==> src/rtl/exc_entry_pkg.sv <==
package exc_entry_pkg;
    localparam int NUM_REQ = 7;
    localparam int MODE_W  = 5;
    localparam int PSR_T   = 5;
    localparam int PSR_F   = 6;
    localparam int PSR_I   = 7;

    localparam int RQ_RESET = 0;
    localparam int RQ_UNDEF = 1;
    localparam int RQ_SWI   = 2;
    localparam int RQ_PABT  = 3;
    localparam int RQ_DABT  = 4;
    localparam int RQ_IRQ   = 5;
    localparam int RQ_FIQ   = 6;

    localparam logic [MODE_W-1:0] MODE_FIQ = 5'b10001;
    localparam logic [MODE_W-1:0] MODE_IRQ = 5'b10010;
    localparam logic [MODE_W-1:0] MODE_SVC = 5'b10011;
    localparam logic [MODE_W-1:0] MODE_ABT = 5'b10111;
    localparam logic [MODE_W-1:0] MODE_UND = 5'b11011;

    // Kind code equals the vector slot index
    typedef enum logic [2:0] {
        EK_RESET = 3'd0,
        EK_UNDEF = 3'd1,
        EK_SWI   = 3'd2,
        EK_PABT  = 3'd3,
        EK_DABT  = 3'd4,
        EK_IRQ   = 3'd6,
        EK_FIQ   = 3'd7
    } exc_kind_e;

    typedef enum logic [2:0] {
        ST_IDLE,
        ST_SAVE,
        ST_STATE,
        ST_MODE,
        ST_LINK,
        ST_VECTOR
    } seq_state_e;
endpackage

==> src/rtl/exc_prio_pick.sv <==
module exc_prio_pick
    import exc_entry_pkg::*;
(
    input  logic [NUM_REQ-1:0] req,
    output logic               valid,
    output exc_kind_e          kind
);
    always_comb begin
        valid = |req;
        if (req[RQ_RESET])     kind = EK_RESET;
        else if (req[RQ_DABT]) kind = EK_DABT;
        else if (req[RQ_FIQ])  kind = EK_FIQ;
        else if (req[RQ_IRQ])  kind = EK_IRQ;
        else if (req[RQ_PABT]) kind = EK_PABT;
        else if (req[RQ_UNDEF]) kind = EK_UNDEF;
        else                   kind = EK_SWI;
    end
endmodule

==> src/rtl/exc_link_calc.sv <==
module exc_link_calc
    import exc_entry_pkg::*;
#(
    parameter int XLEN = 32
) (
    input  exc_kind_e        kind,
    input  logic             compact,
    input  logic [XLEN-1:0]  addr,
    output logic [XLEN-1:0]  link
);
    localparam logic [XLEN-1:0] STEP_HALF = XLEN'(2);
    localparam logic [XLEN-1:0] STEP_WORD = XLEN'(4);
    localparam logic [XLEN-1:0] STEP_DBL  = XLEN'(8);

    always_comb begin
        unique case (kind)
            EK_RESET:        link = '0;
            EK_UNDEF, EK_SWI: link = addr + (compact ? STEP_HALF : STEP_WORD);
            EK_DABT:         link = addr + STEP_DBL;
            EK_PABT, EK_IRQ, EK_FIQ: link = addr + STEP_WORD;
            default:         link = '0;
        endcase
    end
endmodule

==> src/rtl/exc_target_map.sv <==
module exc_target_map
    import exc_entry_pkg::*;
#(
    parameter int              XLEN     = 32,
    parameter logic [XLEN-1:0] VEC_BASE = '0
) (
    input  exc_kind_e          kind,
    output logic [XLEN-1:0]    vector,
    output logic [MODE_W-1:0]  mode,
    output logic               mask_fiq
);
    logic [4:0] slot_off;

    always_comb begin
        slot_off = {kind, 2'b00};
        vector   = VEC_BASE + XLEN'(slot_off);
        mask_fiq = (kind == EK_RESET) || (kind == EK_FIQ);
        unique case (kind)
            EK_RESET, EK_SWI:  mode = MODE_SVC;
            EK_UNDEF:          mode = MODE_UND;
            EK_PABT, EK_DABT:  mode = MODE_ABT;
            EK_IRQ:            mode = MODE_IRQ;
            EK_FIQ:            mode = MODE_FIQ;
            default:           mode = MODE_SVC;
        endcase
    end
endmodule

==> src/rtl/exc_entry_seq.sv <==
module exc_entry_seq
    import exc_entry_pkg::*;
#(
    parameter int              XLEN     = 32,
    parameter logic [XLEN-1:0] VEC_BASE = '0
) (
    input  logic               clk,
    input  logic               rst_n,
    input  logic [NUM_REQ-1:0] exc_req,
    input  logic [XLEN-1:0]    cur_psr,
    input  logic [XLEN-1:0]    cur_pc,
    output logic               spsr_we,
    output logic [XLEN-1:0]    spsr_wdata,
    output logic [MODE_W-1:0]  bank_mode,
    output logic               psr_we,
    output logic [XLEN-1:0]    psr_wdata,
    output logic               lr_we,
    output logic [XLEN-1:0]    lr_wdata,
    output logic               pc_we,
    output logic [XLEN-1:0]    pc_wdata,
    output logic               done,
    output logic               busy
);
    seq_state_e        state, state_nx;
    exc_kind_e         kind_q, pick_kind;
    logic              pick_valid;
    logic [XLEN-1:0]   psr_q, pc_q;
    logic [XLEN-1:0]   link_val, vec_val;
    logic [MODE_W-1:0] tgt_mode;
    logic              tgt_mask_f;

    exc_prio_pick u_pick (
        .req   (exc_req),
        .valid (pick_valid),
        .kind  (pick_kind)
    );

    exc_link_calc #(.XLEN(XLEN)) u_link (
        .kind    (kind_q),
        .compact (psr_q[PSR_T]),
        .addr    (pc_q),
        .link    (link_val)
    );

    exc_target_map #(.XLEN(XLEN), .VEC_BASE(VEC_BASE)) u_map (
        .kind     (kind_q),
        .vector   (vec_val),
        .mode     (tgt_mode),
        .mask_fiq (tgt_mask_f)
    );

    // Next-state logic
    always_comb begin
        unique case (state)
            ST_IDLE:   state_nx = pick_valid ? ST_SAVE : ST_IDLE;
            ST_SAVE:   state_nx = ST_STATE;
            ST_STATE:  state_nx = ST_MODE;
            ST_MODE:   state_nx = ST_LINK;
            ST_LINK:   state_nx = ST_VECTOR;
            ST_VECTOR: state_nx = ST_IDLE;
            default:   state_nx = ST_IDLE;
        endcase
    end

    // State register and capture at acceptance
    always_ff @(posedge clk) begin
        if (!rst_n) begin
            state  <= ST_IDLE;
            kind_q <= EK_RESET;
            psr_q  <= '0;
            pc_q   <= '0;
        end else begin
            state <= state_nx;
            if (state == ST_IDLE && pick_valid) begin
                kind_q <= pick_kind;
                psr_q  <= cur_psr;
                pc_q   <= cur_pc;
            end
        end
    end

    // Outputs
    always_comb begin
        spsr_we    = 1'b0;
        psr_we     = 1'b0;
        lr_we      = 1'b0;
        pc_we      = 1'b0;
        done       = 1'b0;
        busy       = (state != ST_IDLE);
        spsr_wdata = psr_q;
        bank_mode  = tgt_mode;
        psr_wdata  = psr_q;
        lr_wdata   = link_val;
        pc_wdata   = vec_val;
        unique case (state)
            ST_IDLE: ;
            ST_SAVE: spsr_we = 1'b1;
            ST_STATE: begin
                psr_we           = 1'b1;
                psr_wdata[PSR_T] = 1'b0;
            end
            ST_MODE: begin
                psr_we                = 1'b1;
                psr_wdata[MODE_W-1:0] = tgt_mode;
                psr_wdata[PSR_T]      = 1'b0;
                psr_wdata[PSR_F]      = psr_q[PSR_F] | tgt_mask_f;
                psr_wdata[PSR_I]      = 1'b1;
            end
            ST_LINK: lr_we = 1'b1;
            ST_VECTOR: begin
                pc_we = 1'b1;
                done  = 1'b1;
            end
            default: ;
        endcase
    end
endmodule

==> config.mk <==
export PLATFORM = sky130hd
export DESIGN_NAME = exc_entry_seq
export DESIGN_NICKNAME = d
export VERILOG_FILES = /design/src/rtl/exc_entry_pkg.sv /design/src/rtl/exc_prio_pick.sv /design/src/rtl/exc_link_calc.sv /design/src/rtl/exc_target_map.sv /design/src/rtl/exc_entry_seq.sv
export SDC_FILE = /design/constraint.sdc
export NUM_CORES = 1
export LEC_CHECK = 0
export ABC_AREA = 1
export BUFFER_PORTS_ARGS = -buffer_cell sky130_fd_sc_hd__buf_4
export CORE_ASPECT_RATIO = 0.8
export CORE_MARGIN = 10
export CORE_UTILIZATION = 45
export DETAILED_ROUTE_END_ITERATION = 8
export HOLD_SLACK_MARGIN = 0.12
export PLACE_DENSITY = 0.81
export SLEW_MARGIN = 40
export SYNTH_ARGS = -nofsm -noshare
export SYNTH_HDL_FRONTEND = slang
export SYNTH_SLANG_ARGS = --single-unit
==> constraint.sdc <==
create_clock -name clk -period 5.5 [get_ports clk]
set_clock_uncertainty 0.2 [all_clocks]
set_input_delay 0.55 -clock clk [delete_from_list [all_inputs] [get_ports clk]]
set_output_delay 0.55 -clock clk [all_outputs]
set_load 0.005 [all_outputs]
==> results of run 1 <==
-- sequential cells by signal (all words and copies together), names as in the netlist --
name / cells
pc_q: 32
state: 3
spsr_wdata: 32
kind_q: 3
-- worst max-delay path: cells and delay by family, from the launching register on --
family / cells / cell delay [ns]
AND/OR/NAND/NOR: 4 / 1.09
buffers and inverters: 2 / 0.68
flip-flops: 1 / 0.51
AO/OA/AOI/OAI: 1 / 0.23
-- kinds of logic after synthesis --
kind of cell	after synthesis
AND/OR/NAND/NOR	462
AO/OA/AOI/OAI	177
buffers and inverters	165
flip-flops	70
adder cells (fa/ha/maj)	5
other	2
XOR/XNOR	1
-- Yosys cell counts, drive strengths merged (2+ instances only) --
cell    number
clkinv       2
o221ai       3
clkbuf      13
nand3      128
or2          3
a21oi       54
a31oi        4
nand4        8
inv         77
nand2      173
buf         73
conb         2
ha           4
o21ai      111
nor2       147
nor3         3
dfxtp       70
-- layout make-up --
class | instances | share of cell area (%)
well taps | 148 | 2.70
inverters | 79 | 4.35
repair buffers | 183 | 20.2
clock buffers | 10 | 3.34
clock inverters | 6 | 1.00
multi-input cells | 675 | 47.9
flip-flops and latches | 70 | 20.5
-- per-layer routing --
layer | track usage (%) | vias up | part of all wire (%)
li1 | - | 3094 | -
met1 | 29.1 | 2773 | 44
met2 | 34.8 | 293 | 47
met3 | 4.48 | 27 | 8.3
met4 | 4.89 | 0 | 1.3
met5 | 0 | - | 0
-- through the flow --
stage	cell area [um^2]	setup WS (ns)	util (%)	cells	hold WS, ns
final	6850	1.90	58.8	1171	0.261
after global routing	6850	1.78	58.8	1171	0.261
after CTS	6850	2.02	58.8	1171	0.251
after detailed placement	6550	2.38	56.2	1155	0.297
after global placement	6530	2.39	56.0	1154	0.292
after floorplan	5530	2.94	-	910	0.255
-- final timing paths --
kind                                     from                           to  slack [ns]  depth (start not counted)
setup reg to reg          state[0]$_SDFF_PN0_         pc_q[5]$_SDFFE_PN0P_        3.50                          8
setup / recovery       kind_q[2]$_SDFFE_PN0P_                  lr_wdata[3]        1.90                          7
hold reg to reg   spsr_wdata[27]$_SDFFE_PN0P_  spsr_wdata[27]$_SDFFE_PN0P_        0.30                          2
hold / removal                    cur_psr[18]  spsr_wdata[18]$_SDFFE_PN0P_        0.26                          3
-- where the power goes --
part           switching (W)  internal, W
sequential          0.000189     0.000648
combinational       0.000677     0.000498
clock               0.000240     0.000355
==> qor.csv, run 1 <==
stage;metric;value;unit
synthesis;synth-compound-area-share;17.0;%
detailed_routing;drt_first_pass_iters;8;
synthesis;async_reset_ff_share;0;%
synthesis;synth_top_family_by_area;simple AND/OR/NAND/NOR gates;
grt;antenna_found_initial;0;
synthesis;synth_top_area_share;25.8;%
timing;setup_violations;0;
timing;timing.fmax;278;MHz
detailed_routing;vias;6187;
critical_path;slowest_delay;0.56;ns
synthesis;synthSimpleGateAreaFrac;39.8;%
detailed_routing;detail_route.wl_per_cell;16.4;um
cells_and_area;syn2layout_area_growth;26.2;%
synthesis;seq_area_frac_synth;25.8;%
synthesis;ys_ff_latch;70;
clocking;cts.root.buffer_cell;clkbuf_16;
timing;slew_violations;0;
floorplanning;fp-row-count;35;
floorplanning;die_h;118;um
synthesis;synth_area;0.00543;mm^2
grt;grtUsageTotal;21.7;%
timing;fin_crit;3.60;ns
synthesis;synth_edf_count;0;
clocking;cts_num_sinks;70;
timing;fin_tns_setup;0;ns
power;total_power;0.00261;W
critical_path;cpMostUsedCell;nand2_1;
clocking;cts_tree;built;
synthesis;ys_warn_count;0;
cells_and_area;drive_above_1_share;25.8;%
critical_path;critPathRequiredTime;4.75;ns
critical_path;path_cells;nand2_1 -> nor2_4 -> clkinv_1 -> nand2_1 -> o311ai_0 -> nand2_1 -> buf_4;
floorplanning;die_w;143;um
power;power.leakage;3.19;nW
timing;slew_headroom;53.1;%
job;maxCapViolCount;0;
cells_and_area;ff_latch_area;0.00140;mm^2
cells_and_area;fillCellCount;1140;
timing;rsz0062_at_grt;false;
timing;finalCritPeriodShare;65.4;%
clocking;clkLatencyLatePin;0.34;ns
synthesis;synth_ff_type;dfxtp_1;
critical_path;critPathArrivalTime;2.85;ns
synthesis;yosysTopAreaCell;dfxtp_1;
power;p_per_area;381;mW/mm^2
detailed_routing;wirelength;19100;um
detailed_routing;drc;0;
synthesis;synth_area_leaders;dfxtp_1 26%, nand3_1 12%, nand2_1 11%;
clocking;cts_max_level;3;
critical_path;slowest_stage;nor2_4;
synthesis;syn_inst;882;
timing;worst_pin_slew;0.702;ns
timing;hold_viol;0;
detailed_routing;ant_nets;0;
min_path;holdCritPathClass;in -> reg;
synthesis;synth-xor-area-share;0.161;%
floorplanning;die_area;0.0169;mm^2
power;irDropWorstVdd;0.193;mV
clocking;numCtsBuffers;9;
grt;grt_pass1_vias;5605;
status;status;finished clean;
clocking;post_cts_buffers;0;
cells_and_area;multi_input_area;0.00328;mm^2
synthesis;yosysUniqueCellTypes;35;
place;portBuffers;181;
floorplanning;core_area;0.0116;mm^2
synthesis;syn_area_per_cell;6.15;um^2
detailed_routing;drt-initial-drc-count;700;
floorplanning;start_util;46.6;%
critical_path;path_class;reg -> out;
synthesis;synth_fa_ha_area_share;1.29;%
critical_path;start_kind;flip-flop;
detailed_routing;via_per_inst;5.28;
cells_and_area;final_common_cell;buf_4;
critical_path;crit_fanout;24;
cells_and_area;final_cell_mix;182 x buf_4, 156 x nand2_1, 128 x nand3_1;
clocking;clk_path_buf_depth;2;
clocking;cts_hold_buf;0;
synthesis;synth.area.mux_share;0;%
cells_and_area;antenna_cells;0;
cells_and_area;layout.nets;1096;
clocking;clkTransAtPathRegs;0.06;ns
critical_path;end_kind;primary output;
place;hpwl;14600;um
clocking;postCtsResizedCells;0;
floorplanning;pin_count;212;
place;place_congestion;0.928;
grt;gr-total-overflow;0;
grt;grt_max_degree;68;
grt;grt_pass1_wl;30300;um
No activity file was read; power rests on OpenSTA's default activity.
==> inputs of run 2 (changes only) <==
--- a/config.mk
+++ b/config.mk
@@ -5,14 +5,14 @@
 export SDC_FILE = /design/constraint.sdc
 export NUM_CORES = 1
 export LEC_CHECK = 0
-export ABC_AREA = 1
+export ABC_AREA = 0
 export BUFFER_PORTS_ARGS = -buffer_cell sky130_fd_sc_hd__buf_4
 export CORE_ASPECT_RATIO = 0.8
 export CORE_MARGIN = 10
 export CORE_UTILIZATION = 45
 export DETAILED_ROUTE_END_ITERATION = 8
 export HOLD_SLACK_MARGIN = 0.12
-export PLACE_DENSITY = 0.81
+export PLACE_DENSITY = 0.82
 export SLEW_MARGIN = 40
 export SYNTH_ARGS = -nofsm -noshare
 export SYNTH_HDL_FRONTEND = slang
==> constraint.sdc (replaced) <==
create_clock -name clk -period 3.6 [get_ports clk]
set_clock_uncertainty 0.2 [all_clocks]
set_input_delay 0.36 -clock clk [delete_from_list [all_inputs] [get_ports clk]]
set_output_delay 0.36 -clock clk [all_outputs]
set_load 0.005 [all_outputs]
==> qor.csv, run 2 <==
stage;metric;value;unit
min_path;hold_start;cur_psr[5];
timing;worst_pin_slew;0.798;ns
timing;setup_violations;0;
critical_path;path_class;reg -> out;
synthesis;ys_warn_count;0;
critical_path;reg2reg_from;state[2]$_SDFF_PN0_;
clocking;clkTransAtPathRegs;0.06;ns
critical_path;start_kind;flip-flop;
grt;antenna_found_initial;1;
synthesis;syn_inst;686;
timing;fin_tns_setup;0;ns
clocking;clkLatencyLatePin;0.33;ns
synthesis;yosysTopAreaCell;dfxtp_1;
detailed_routing;drc;0;
timing;timing.fmax;295;MHz
job;maxCapViolCount;0;
synthesis;synth_area;0.00499;mm^2
grt;grt_pass1_wl;30300;um
power;irDropWorstVdd;0.511;mV
critical_path;crit_start;spsr_wdata[5]$_SDFFE_PN0P_;
synthesis;ys_top_cells_by_count;169 x nand2_1, 70 x dfxtp_1, 57 x buf_4;
critical_path;crit_fanout;12;
synthesis;ys_ff_latch;70;
synthesis;synth.area.mux_share;1.08;%
clocking;cts_max_level;3;
detailed_routing;wirelength;19500;um
clocking;cts_tree;built;
detailed_routing;drt-initial-drc-count;636;
synthesis;synth_edf_count;0;
cells_and_area;drive_above_1_share;26.2;%
synthesis;yosysUniqueCellTypes;75;
floorplanning;fp-row-count;34;
timing;fin_crit;3.39;ns
clocking;post_cts_buffers;0;
status;status;finished clean;
cells_and_area;stdcell_area;0.00703;mm^2
clocking;postCtsResizedCells;0;
synthesis;synth_top_area_share;28.1;%
place;place_congestion;1.00;
place;place_area;0.00610;mm^2
critical_path;crit_path_end;lr_wdata[21];
grt;busiest_layer;met2;
place;portBuffers;181;
floorplanning;die_area;0.0157;mm^2
grt;grtUsageTotal;24.0;%
grt;gr-total-overflow;0;
timing;rsz0062_at_grt;false;
detailed_routing;detail_route.wl_per_cell;19.0;um
grt;use_met3;9.56;%
synthesis;synth_fa_ha_area_share;1.61;%
grt;grt_max_degree;71;
grt;grt_pass1_vias;5472;
synthesis;synth_area_leaders;dfxtp_1 28%, nand2_1 13%, buf_4 8.6%;
synthesis;synth_ff_type;dfxtp_1;
critical_path;end_kind;primary output;
detailed_routing;via_per_inst;5.53;
critical_path;critPathArrivalTime;2.83;ns
timing;slew_headroom;46.8;%
cells_and_area;layout.nets;954;
critical_path;critPathRequiredTime;3.04;ns
synthesis;syn_area_per_cell;7.27;um^2
synthesis;yosysMostFrequentCell;nand2_1;
cells_and_area;syn2layout_area_growth;40.9;%
grt;met1_usage;29.9;%
synthesis;seq_area_frac_synth;28.1;%
synthesis;synth-xor-area-share;2.81;%
timing;hold_viol;0;
timing;finalCritPeriodShare;94.1;%
floorplanning;start_util;46.0;%
clocking;cts_num_sinks;70;
critical_path;reg2reg_setup_slack;1.13;ns
detailed_routing;drt_first_pass_iters;6;
clocking;cts.root.buffer_cell;clkbuf_16;
synthesis;synthSimpleGateAreaFrac;28.2;%
timing;slew_violations;0;
floorplanning;pin_count;212;
power;p_per_area;645;mW/mm^2
clocking;clk_path_buf_depth;2;
synthesis;synth-compound-area-share;24.2;%
clocking;numCtsBuffers;9;
floorplanning;core_area;0.0108;mm^2
power;power.leakage;3.01;nW
floorplanning;die_h;114;um
cells_and_area;final_cell_mix;193 x buf_4, 169 x nand2_1, 70 x dfxtp_1;
critical_path;ff2ff_path_depth;6;
synthesis;synth_top_family_by_area;simple AND/OR/NAND/NOR gates;
place;hpwl;13900;um
detailed_routing;vias;5678;
synthesis;async_reset_ff_share;0;%
floorplanning;die_w;138;um
min_path;holdCritPathClass;in -> reg;
cells_and_area;final_common_cell;buf_4;
detailed_routing;ant_nets;0;
critical_path;r2r-end;kind_q[1]$_SDFFE_PN0P_;
grt;use_met2;37.8;%
run 2: cell types whose count changed in the layout (fill, tap and decap cells not counted), moves of 12 or more:
| cell | delta |
|---|---|
| o21ai_0 | -90 |
| nand2_2 | -15 |
| nor2_2 | -16 |
| nor3_1 | +12 |
| inv_1 | -61 |
| a21boi_1 | +18 |
| nor2_4 | -17 |
| a21boi_0 | +48 |
| nor2_1 | -79 |
| nand2_1 | +13 |
| a21oi_1 | -30 |
| nand3_1 | -109 |
| dlygate4sd3_1 | +63 |
run 2: cell families after synthesis:
group           count (synthesis)
other cells                     2
mux                             5
fa+ha+maj                       6
simple gates                  299
xor+xnor                       16
compound gates                172
flops                          70
buf+inv                       116
run 2: how the worst min path moves through the flow:
stage                            endpoint  cells past startpoint
2_1_floorplan        pc_q[0]$_SDFFE_PN0P_                      2
6_report       spsr_wdata[5]$_SDFFE_PN0P_                      3
3_3_place_gp         pc_q[0]$_SDFFE_PN0P_                      2
3_5_place_dp         pc_q[0]$_SDFFE_PN0P_                      2
4_1_cts        spsr_wdata[5]$_SDFFE_PN0P_                      3
5_1_grt            kind_q[0]$_SDFFE_PN0P_                      4
run 2: final cells by class:
class	instances	area (um^2)
Fill cell	926	3820
Multi-Input combinational cell	528	3020
Timing Repair Buffer	257	2100
Sequential cell	70	1400
Clock buffer	11	233
Tap cell	144	180
Clock inverter	5	60.1
Inverter	10	37.5
Antenna cell	1	2.50
run 2: layer usage:
layer | up-vias | part of all wire [%]
li1 | 2683 | -
met4 | 0 | 1.7
met5 | - | 0
met3 | 32 | 13
met1 | 2623 | 39
met2 | 340 | 46
run 2: timing repair:
item,CTS,global route
hold buffers,63,0
endpoints found under the hold margin,63,0
endpoints found under the setup margin,0,0
run 2: power breakdown:
part | internal [W] | switching [W]
combinational | 0.00102 | 0.00121
sequential | 0.00103 | 0.000381
clock | 0.000538 | 0.000356
total | 0.00259 | 0.00195
run 2: worst max-delay path, cell delays in order (launching register included):
cell	delay [ns]
dfxtp_1	0.42
ha_1	0.21
inv_1	0.05
fa_1	0.57
o311ai_0	0.36
o21ai_0	0.32
nor3_1	0.26
a2bb2oi_1	0.17
buf_4	0.13
run 2: stage by stage:
stage / hold WS, ns / setup slack, ns / power [W] / util, % / instances
after detailed placement: 0.250 / 0.620 / 0.00353 / 56.2 / 946
final: 0.137 / 0.213 / 0.00454 / 64.8 / 1026
after floorplan: 0.230 / 0.973 / 0.00261 / - / 714
after CTS: 0.138 / 0.261 / 0.00449 / 64.8 / 1025
after global placement: 0.239 / 0.667 / 0.00351 / 56.2 / 946
after global routing: 0.162 / 0.0265 / 0.00483 / 64.8 / 1026
==> inputs of run 3 (changes only) <==
--- a/config.mk
+++ b/config.mk
@@ -6,7 +6,7 @@
 export NUM_CORES = 1
 export LEC_CHECK = 0
 export ABC_AREA = 0
-export BUFFER_PORTS_ARGS = -buffer_cell sky130_fd_sc_hd__buf_4
+export BUFFER_PORTS_ARGS = -buffer_cell sky130_fd_sc_hd__buf_2
 export CORE_ASPECT_RATIO = 0.8
 export CORE_MARGIN = 10
 export CORE_UTILIZATION = 45
==> qor.csv, run 3 (synthesis gave the netlist of run 2 again) <==
stage;metric;value;unit
cells_and_area;ff_latch_area;0.00140;mm^2
min_path;holdCritPathClass;in -> reg;
timing;fin_tns_setup;0;ns
timing;setup_violations;0;
place;portBuffers;181;
grt;grt_pass1_wl;29500;um
clocking;clkTransAtPathRegs;0.06;ns
detailed_routing;vias;5576;
clocking;clk_path_buf_depth;2;
detailed_routing;wirelength;18800;um
power;p_per_area;655;mW/mm^2
timing;rsz0062_at_grt;false;
critical_path;crit_start;pc_q[3]$_SDFFE_PN0P_;
power;power.leakage;2.91;nW
critical_path;reg2reg_from;state[2]$_SDFF_PN0_;
cells_and_area;final_common_cell;buf_2;
timing;worst_pin_slew;0.861;ns
place;hpwl;13400;um
clocking;cts_num_sinks;70;
clocking;clkLatencyLatePin;0.33;ns
timing;slew_violations;0;
clocking;post_cts_buffers;0;
cells_and_area;final_cells;1021;
floorplanning;pin_count;212;
clocking;cts.root.buffer_cell;clkbuf_16;
critical_path;start_kind;flip-flop;
critical_path;critPathArrivalTime;2.78;ns
critical_path;end_kind;primary output;
job;maxCapViolCount;0;
grt;gr-total-overflow;0;
critical_path;reg2reg_setup_slack;1.25;ns
cells_and_area;layout.nets;950;
grt;antenna_found_initial;0;
detailed_routing;drc;0;
grt;grt_max_degree;71;
cells_and_area;syn2layout_area_growth;31.4;%
timing;finalCritPeriodShare;92.6;%
cells_and_area;multi_input_area;0.00301;mm^2
critical_path;r2r-end;spsr_wdata[4]$_SDFFE_PN0P_;
status;status;finished clean;
clocking;cts_tree;built;
place;dpl.cell_count;942;
critical_path;critPathRequiredTime;3.04;ns
timing;hold_ws;0.128;ns
critical_path;crit_path_end;lr_wdata[31];
detailed_routing;drt_first_pass_iters;5;
floorplanning;die_h;114;um
detailed_routing;ant_nets;0;
detailed_routing;via_per_inst;5.46;
timing;fin_crit;3.34;ns
cells_and_area;final_cell_mix;180 x buf_2, 169 x nand2_1, 70 x dfxtp_1;
cells_and_area;final_core_util;60.4;%
floorplanning;start_util;46.0;%
grt;grt_pass1_vias;5519;
timing;slew_headroom;42.6;%
grt;grtUsageTotal;23.2;%
floorplanning;die_w;138;um
critical_path;path_class;reg -> out;
place;place_congestion;0.974;
critical_path;ff2ff_path_depth;5;
timing;timing.fmax;300;MHz
floorplanning;die_area;0.0157;mm^2
cells_and_area;fillCellCount;993;
detailed_routing;detail_route.wl_per_cell;18.4;um
power;irDropWorstVdd;0.388;mV
critical_path;crit_fanout;12;
floorplanning;fp-row-count;34;
detailed_routing;drt-initial-drc-count;592;
cells_and_area;drive_above_1_share;25.8;%
clocking;cts_max_level;3;
cells_and_area;antenna_cells;0;
timing;hold_viol;0;
clocking;numCtsBuffers;9;
floorplanning;core_area;0.0108;mm^2
## run 3: worst max-delay path: stages, from the launching register on
cell and delay (ns):
dfxtp_1 0.50, ha_1 0.29, nand3_2 0.22, or3_1 0.65, nor4_4 0.35, xnor2_1 0.11, o22ai_2 0.17, buf_2 0.14
## run 3: final cells by class
class | count | area share, %
timing repair buffer | 253 | 24.9
clock buffer | 11 | 3.55
sequential | 70 | 21.4
tap | 144 | 2.75
inverter | 10 | 0.573
multi-input combinational | 528 | 46.0
clock inverter | 5 | 0.897
## run 3: worst min path at each step
stage | from | end | depth (start not counted)
2_1_floorplan | pc_q[0]$_SDFFE_PN0P_ | pc_q[0]$_SDFFE_PN0P_ | 2
5_1_grt | cur_psr[5] | spsr_wdata[5]$_SDFFE_PN0P_ | 3
4_1_cts | cur_psr[5] | spsr_wdata[5]$_SDFFE_PN0P_ | 3
3_3_place_gp | pc_q[0]$_SDFFE_PN0P_ | pc_q[0]$_SDFFE_PN0P_ | 2
6_report | cur_psr[5] | spsr_wdata[5]$_SDFFE_PN0P_ | 3
3_5_place_dp | pc_q[0]$_SDFFE_PN0P_ | pc_q[0]$_SDFFE_PN0P_ | 2
## run 3: routing by layer
layer	GRT usage, %	vias to the layer above	routed length [um]
met1	28.9	2532	7560
met2	36.2	343	8310
met5	0	-	0
met4	6.32	0	383
li1	-	2664	-
met3	9.25	37	2540
## run 3: what timing repair did
item                                   in CTS  in global routing
hold buffers                               63                  0
resized for setup                           0                  1
endpoints found under the hold margin      63                  0
setup endpoints to repair                   0                  2
## run 3: through the flow
step                      worst slack [ns]  total power, W  area [um^2]
final                                0.265         0.00430         6560
after detailed placement             0.609         0.00330         5630
after global placement               0.689         0.00329         5630
after floorplan                      0.973         0.00261         5090
after CTS                            0.228         0.00426         6560
after global routing                0.0223         0.00460         6560
## run 3: where the power goes
group          internal [W]  total (W)  switching [W]
logic              0.000821    0.00199        0.00117
registers           0.00103    0.00140       0.000376
clock network      0.000539   0.000898       0.000359
